$ cat src/rtl/wdt_pkg.sv
package wdt_pkg;
  typedef enum logic [1:0] {
    CMD_NONE = 2'd0,
    CMD_A    = 2'd1,
    CMD_B    = 2'd2
  } clr_cmd_e;
endpackage

$ cat src/rtl/wdt_cmd_seq.sv
module wdt_cmd_seq
  import wdt_pkg::*;
(
  input  logic clk_i,
  input  logic rst_ni,
  input  logic clr_a_i,
  input  logic clr_b_i,
  input  logic halt_i,
  output logic pair_done_o
);
  clr_cmd_e last_q, last_d;
  logic cmd_a, cmd_b;

  // both strobes in one cycle count as no command
  assign cmd_a = clr_a_i & ~clr_b_i;
  assign cmd_b = clr_b_i & ~clr_a_i;

  assign pair_done_o = ~halt_i &
                       ((cmd_a && last_q == CMD_B) || (cmd_b && last_q == CMD_A));

  always_comb begin
    last_d = last_q;
    if (halt_i || pair_done_o) last_d = CMD_NONE;
    else if (cmd_a)            last_d = CMD_A;
    else if (cmd_b)            last_d = CMD_B;
  end

  always_ff @(posedge clk_i or negedge rst_ni) begin
    if (!rst_ni) last_q <= CMD_NONE;
    else         last_q <= last_d;
  end
endmodule

$ cat src/rtl/wdt_prescaler.sv
module wdt_prescaler #(
  parameter int PRE_W = 2
) (
  input  logic clk_i,
  input  logic rst_ni,
  input  logic clr_i,
  output logic tick_o
);
  logic [PRE_W-1:0] pre_q;

  assign tick_o = ~clr_i & (&pre_q);

  always_ff @(posedge clk_i or negedge rst_ni) begin
    if (!rst_ni)    pre_q <= '0;
    else if (clr_i) pre_q <= '0;
    else            pre_q <= pre_q + 1'b1;
  end
endmodule

$ cat src/rtl/wdt_counter.sv
module wdt_counter #(
  parameter int CNT_W = 6
) (
  input  logic             clk_i,
  input  logic             rst_ni,
  input  logic             clr_i,
  input  logic             tick_i,
  output logic [CNT_W-1:0] count_o,
  output logic             terminal_o,
  output logic             pulse_o
);
  logic [CNT_W-1:0] cnt_q;
  logic             pulse_q;

  assign terminal_o = tick_i & (&cnt_q);
  assign count_o    = cnt_q;
  assign pulse_o    = pulse_q;

  always_ff @(posedge clk_i or negedge rst_ni) begin
    if (!rst_ni) begin
      cnt_q   <= '0;
      pulse_q <= 1'b0;
    end else begin
      pulse_q <= terminal_o;
      if (clr_i)       cnt_q <= '0;
      else if (tick_i) cnt_q <= cnt_q + 1'b1;
    end
  end
endmodule

$ cat src/rtl/wdt_flags.sv
module wdt_flags (
  input  logic clk_i,
  input  logic rst_ni,
  input  logic halt_i,
  input  logic pair_i,
  input  logic terminal_i,
  output logic tmo_o,
  output logic pdn_o
);
  logic tmo_q, pdn_q;

  assign tmo_o = tmo_q;
  assign pdn_o = pdn_q;

  always_ff @(posedge clk_i or negedge rst_ni) begin
    if (!rst_ni) begin
      tmo_q <= 1'b0;
      pdn_q <= 1'b0;
    end else if (halt_i) begin
      tmo_q <= 1'b0;
      pdn_q <= 1'b1;
    end else if (pair_i) begin
      tmo_q <= 1'b0;
      pdn_q <= 1'b0;
    end else if (terminal_i) begin
      tmo_q <= 1'b1;
    end
  end
endmodule

$ cat src/rtl/dual_clr_wdt.sv
module dual_clr_wdt #(
  parameter int PRE_W = 2,
  parameter int CNT_W = 6
) (
  input  logic             clk_i,
  input  logic             rst_ni,
  input  logic             en_i,
  input  logic             clr_a_i,
  input  logic             clr_b_i,
  input  logic             halt_i,
  output logic             tmo_pulse_o,
  output logic             tmo_flag_o,
  output logic             pdn_flag_o,
  output logic [CNT_W-1:0] wdt_count_o
);
  logic pair_done, sync_clr, tick, terminal;

  // halt, completed pair and disable all zero the count chain
  assign sync_clr = halt_i | pair_done | ~en_i;

  wdt_cmd_seq u_seq (
    .clk_i       (clk_i),
    .rst_ni      (rst_ni),
    .clr_a_i     (clr_a_i),
    .clr_b_i     (clr_b_i),
    .halt_i      (halt_i),
    .pair_done_o (pair_done)
  );

  wdt_prescaler #(.PRE_W(PRE_W)) u_pre (
    .clk_i  (clk_i),
    .rst_ni (rst_ni),
    .clr_i  (sync_clr),
    .tick_o (tick)
  );

  wdt_counter #(.CNT_W(CNT_W)) u_cnt (
    .clk_i      (clk_i),
    .rst_ni     (rst_ni),
    .clr_i      (sync_clr),
    .tick_i     (tick),
    .count_o    (wdt_count_o),
    .terminal_o (terminal),
    .pulse_o    (tmo_pulse_o)
  );

  wdt_flags u_flags (
    .clk_i      (clk_i),
    .rst_ni     (rst_ni),
    .halt_i     (halt_i),
    .pair_i     (pair_done),
    .terminal_i (terminal),
    .tmo_o      (tmo_flag_o),
    .pdn_o      (pdn_flag_o)
  );
endmodule

$ cat config.mk
export PLATFORM = sky130hd
export DESIGN_NAME = dual_clr_wdt
export DESIGN_NICKNAME = d
export VERILOG_FILES = /design/src/rtl/wdt_pkg.sv /design/src/rtl/wdt_cmd_seq.sv /design/src/rtl/wdt_prescaler.sv /design/src/rtl/wdt_counter.sv /design/src/rtl/wdt_flags.sv /design/src/rtl/dual_clr_wdt.sv
export SDC_FILE = /design/constraint.sdc
export NUM_CORES = 1
export LEC_CHECK = 0
export ABC_AREA = 1
export ABC_CLOCK_PERIOD_IN_PS = 2000
export BUFFER_PORTS_ARGS = -buffer_cell sky130_fd_sc_hd__buf_2
export CORE_UTILIZATION = 50
export CTS_CLUSTER_DIAMETER = 100
export CTS_CLUSTER_SIZE = 30
export DETAILED_ROUTE_END_ITERATION = 12
export GPL_TIMING_DRIVEN = 1
export PLACE_DENSITY_LB_ADDON = 0.05
export SETUP_SLACK_MARGIN = 0.05
export SYNTH_ARGS = -nofsm -noshare
export SYNTH_HDL_FRONTEND = slang
export SYNTH_HIERARCHICAL = 1
export SYNTH_SLANG_ARGS = --single-unit
$ cat constraint.sdc
create_clock -name clk_i -period 2 [get_ports clk_i]
set_input_delay 0.2 -clock clk_i [delete_from_list [all_inputs] [get_ports clk_i]]
set_output_delay 0.2 -clock clk_i [all_outputs]
set_load 0.1 [all_outputs]
==> results.sh <==
export IMPL_syn_instance_count=84
export IMPL_r2r_start="u_seq/last_q[1]"
export IMPL_root_buffer="clkbuf_4"
export IMPL_synth_area_leaders="dfrtp_1, inv_1, nand2_1"
export IMPL_path_class="reg2reg"
export IMPL_die_height_um=38.8
export IMPL_hold_violations=0
export IMPL_grt_max_degree=14
export IMPL_place_area_um2=778
export IMPL_synth_nets=94
export IMPL_die_width_um=38.8
export IMPL_grt_ovfl_total=0
export IMPL_regToRegSetupSlack_ns=0.38
export IMPL_leakage_uw=0.000459
export IMPL_cp_start_kind="flop"
export IMPL_first_global_vias=465
export IMPL_finalSetupViolations=0
export IMPL_cts_resized=0
export IMPL_rsz0062_at_grt="no"
export IMPL_arrival_ns=1.79
export IMPL_drtIter0Drc=17
export IMPL_grt_pass1_wl_um=1880
export IMPL_synth_warnings=6
export IMPL_synth_seq_cells=13
export IMPL_routed_wirelength_um=1120
export IMPL_yosys_cell_types_count=15
export IMPL_clkLatencyLatePin_ns=0.27
export IMPL_synth_top_area_share_pct=48.1
export IMPL_cts_htree_levels=1
export IMPL_post_place_ws_ns=0.317
export IMPL_endpoint="u_cnt/count_o[4]"
export IMPL_dp_hpwl_um=877
export IMPL_finalCritPeriodShare_pct=81.0
export IMPL_drv_slew=0
export IMPL_ys_seq_area_share_pct=48.1
export IMPL_power_density_nw_per_um2=579
export IMPL_worst_pin_slew_ns=0.488
export IMPL_io_pins=15
export IMPL_vdd_drop_max_uv=462
export IMPL_synth_avg_cell_area_um2=8.04
export IMPL_vias_per_cell=4.71
export IMPL_cts_sinks=13
export IMPL_num_vias=560
export IMPL_fin_setup_tns_ns=0
export IMPL_timing_rr_end="u_cnt/count_o[4]"
export IMPL_cts_setup_buffers=0
export IMPL_hold_path_class="in2reg"
export IMPL_synth_area_um2=676
export IMPL_cp_end_kind="flop"
export IMPL_crit_fanout=5
export IMPL_clock_path_buffers=2
export IMPL_diodes=0
export IMPL_crit_path_start="u_seq/last_q[1]"
export IMPL_fin_crit_ns=1.62
export IMPL_cap_violations=0
export IMPL_fin_skew_ns=0.00612
export IMPL_syn2layout_area_growth_pct=20.6
export IMPL_cts_tree="built"
export IMPL_dieArea_um2=1500
export IMPL_avgRoutedWirePerCell_um=9.43
export IMPL_antenna_left=0
export IMPL_num_rows=12
export IMPL_core_area_um2=1190
export IMPL_drive_gt1_share_pct=21.0
export IMPL_drc=0
export IMPL_port_buffers=14
export IMPL_yosys_area_top_type="dfrtp_1"
export IMPL_fin_area_um2=815
export IMPL_fin_ws_ns=0.379
export IMPL_grt_use_total_pct=18.8
export IMPL_nets=116
export IMPL_hold_ws_ns=0.182
export IMPL_firstDrtPassIters=4
export IMPL_cts_made_buffers=3
export IMPL_grt_antenna_before_repair=0
export IMPL_clkTransAtPathRegs_ns=0.07
export IMPL_cp_data_required_time_ns=2.17
export IMPL_outcome="completed"
export IMPL_initial_utilization_pct=57.0
export IMPL_max_slew_margin_pct=67.7
export IMPL_reg2reg_depth=11
export IMPL_max_freq_mhz=617
export IMPL_hold_buffers=1
export IMPL_gp_congestion=0.805
area by class of cell:
type / count / area (µm²)
clock buffer: 4 / 26.3
tap: 14 / 17.5
timing repair buffer: 17 / 95.1
multi-input combinational: 53 / 283
inverter: 18 / 67.6
sequential: 13 / 325
fill: 109 / 372
worst min-delay path by stage:
stage	from	to	slack (ns)	depth (start not counted)
floorplan	rst_ni	u_cnt/count_o[0]	-0.1	0
global placement	rst_ni	u_seq/last_q[0]	0.09	1
detailed placement	rst_ni	u_seq/last_q[0]	0.09	1
CTS	halt_i	u_flags/pdn_o	0.18	3
global route	halt_i	u_flags/pdn_o	0.21	3
finish	halt_i	u_flags/pdn_o	0.18	3
cells in the mapped netlist (all sizes together):
cell    n
nand2  16
inv    18
nand4   2
nand3   9
nor3    1
a21oi   3
o21ai   3
nor2   13
o21a    1
ha      4
xnor2   1
dfrtp  13
routing by layer:
layer  global-route usage (%)  wire length [µm]  vias up
li1                         -                 -      300
met1                     24.1               559      246
met2                     28.3               498       14
met3                     10.4                64        0
met4                     2.59                 0        0
met5                        0                 0        -
power by group:
| group | internal (µW) | switching, µW | total [µW] |
|---|---|---|---|
| combinational | 17.0 | 30.9 | 47.9 |
| clock | 77.3 | 74.9 | 152 |
| sequential | 269 | 3.12 | 272 |
worst max-delay path, cell delays in order, from the launching register on:
cell	delay, ns
dfrtp_1	0.40
inv_1	0.06
nand3_1	0.09
a21oi_1	0.19
nor2_1	0.07
nand2_1	0.08
nor2_1	0.05
buf_4	0.14
nor2_2	0.20
nor2_4	0.07
a21oi_1	0.12
nor2_1	0.06
logic make-up (layout without fill, tap and decap cells):
group,count (synthesis),in the layout,synth area share (%)
buffers and inverters,18,39,10.0
flip-flops,13,13,48.1
AND/OR/NAND/NOR,41,41,27.6
adder cells (fa/ha/maj),4,4,7.41
XOR/XNOR,1,1,1.30
AO/OA/AOI/OAI,7,7,5.55
layout by cell type (no fill, tap or decap), types with 3 or more instances in the layout:
master | netlist | layout
clkbuf_4 | 0 | 3
ha_1 | 4 | 4
dfrtp_1 | 13 | 13
nand2_1 | 16 | 16
buf_2 | 0 | 14
a21oi_1 | 3 | 3
inv_1 | 18 | 18
nor2_1 | 11 | 11
o21ai_0 | 3 | 3
nand3_1 | 8 | 8
sequential cells by signal, indices dropped and copies added (netlist names):
register       flops
u_cnt/count_o      6
u_cnt/pulse_o      1
u_flags/pdn_o      1
u_flags/tmo_o      1
u_pre/pre_q        2
u_seq/last_q       2
metrics by stage:
stage	power [µW]	std cells	util (%)
2_1_floorplan	306	84	-
3_3_place_gp	323	114	65.6
3_5_place_dp	324	114	65.6
4_1_cts	478	119	68.7
5_1_grt	498	119	68.7
6_report	472	119	68.7
No activity file was read; power rests on OpenSTA's default activity.
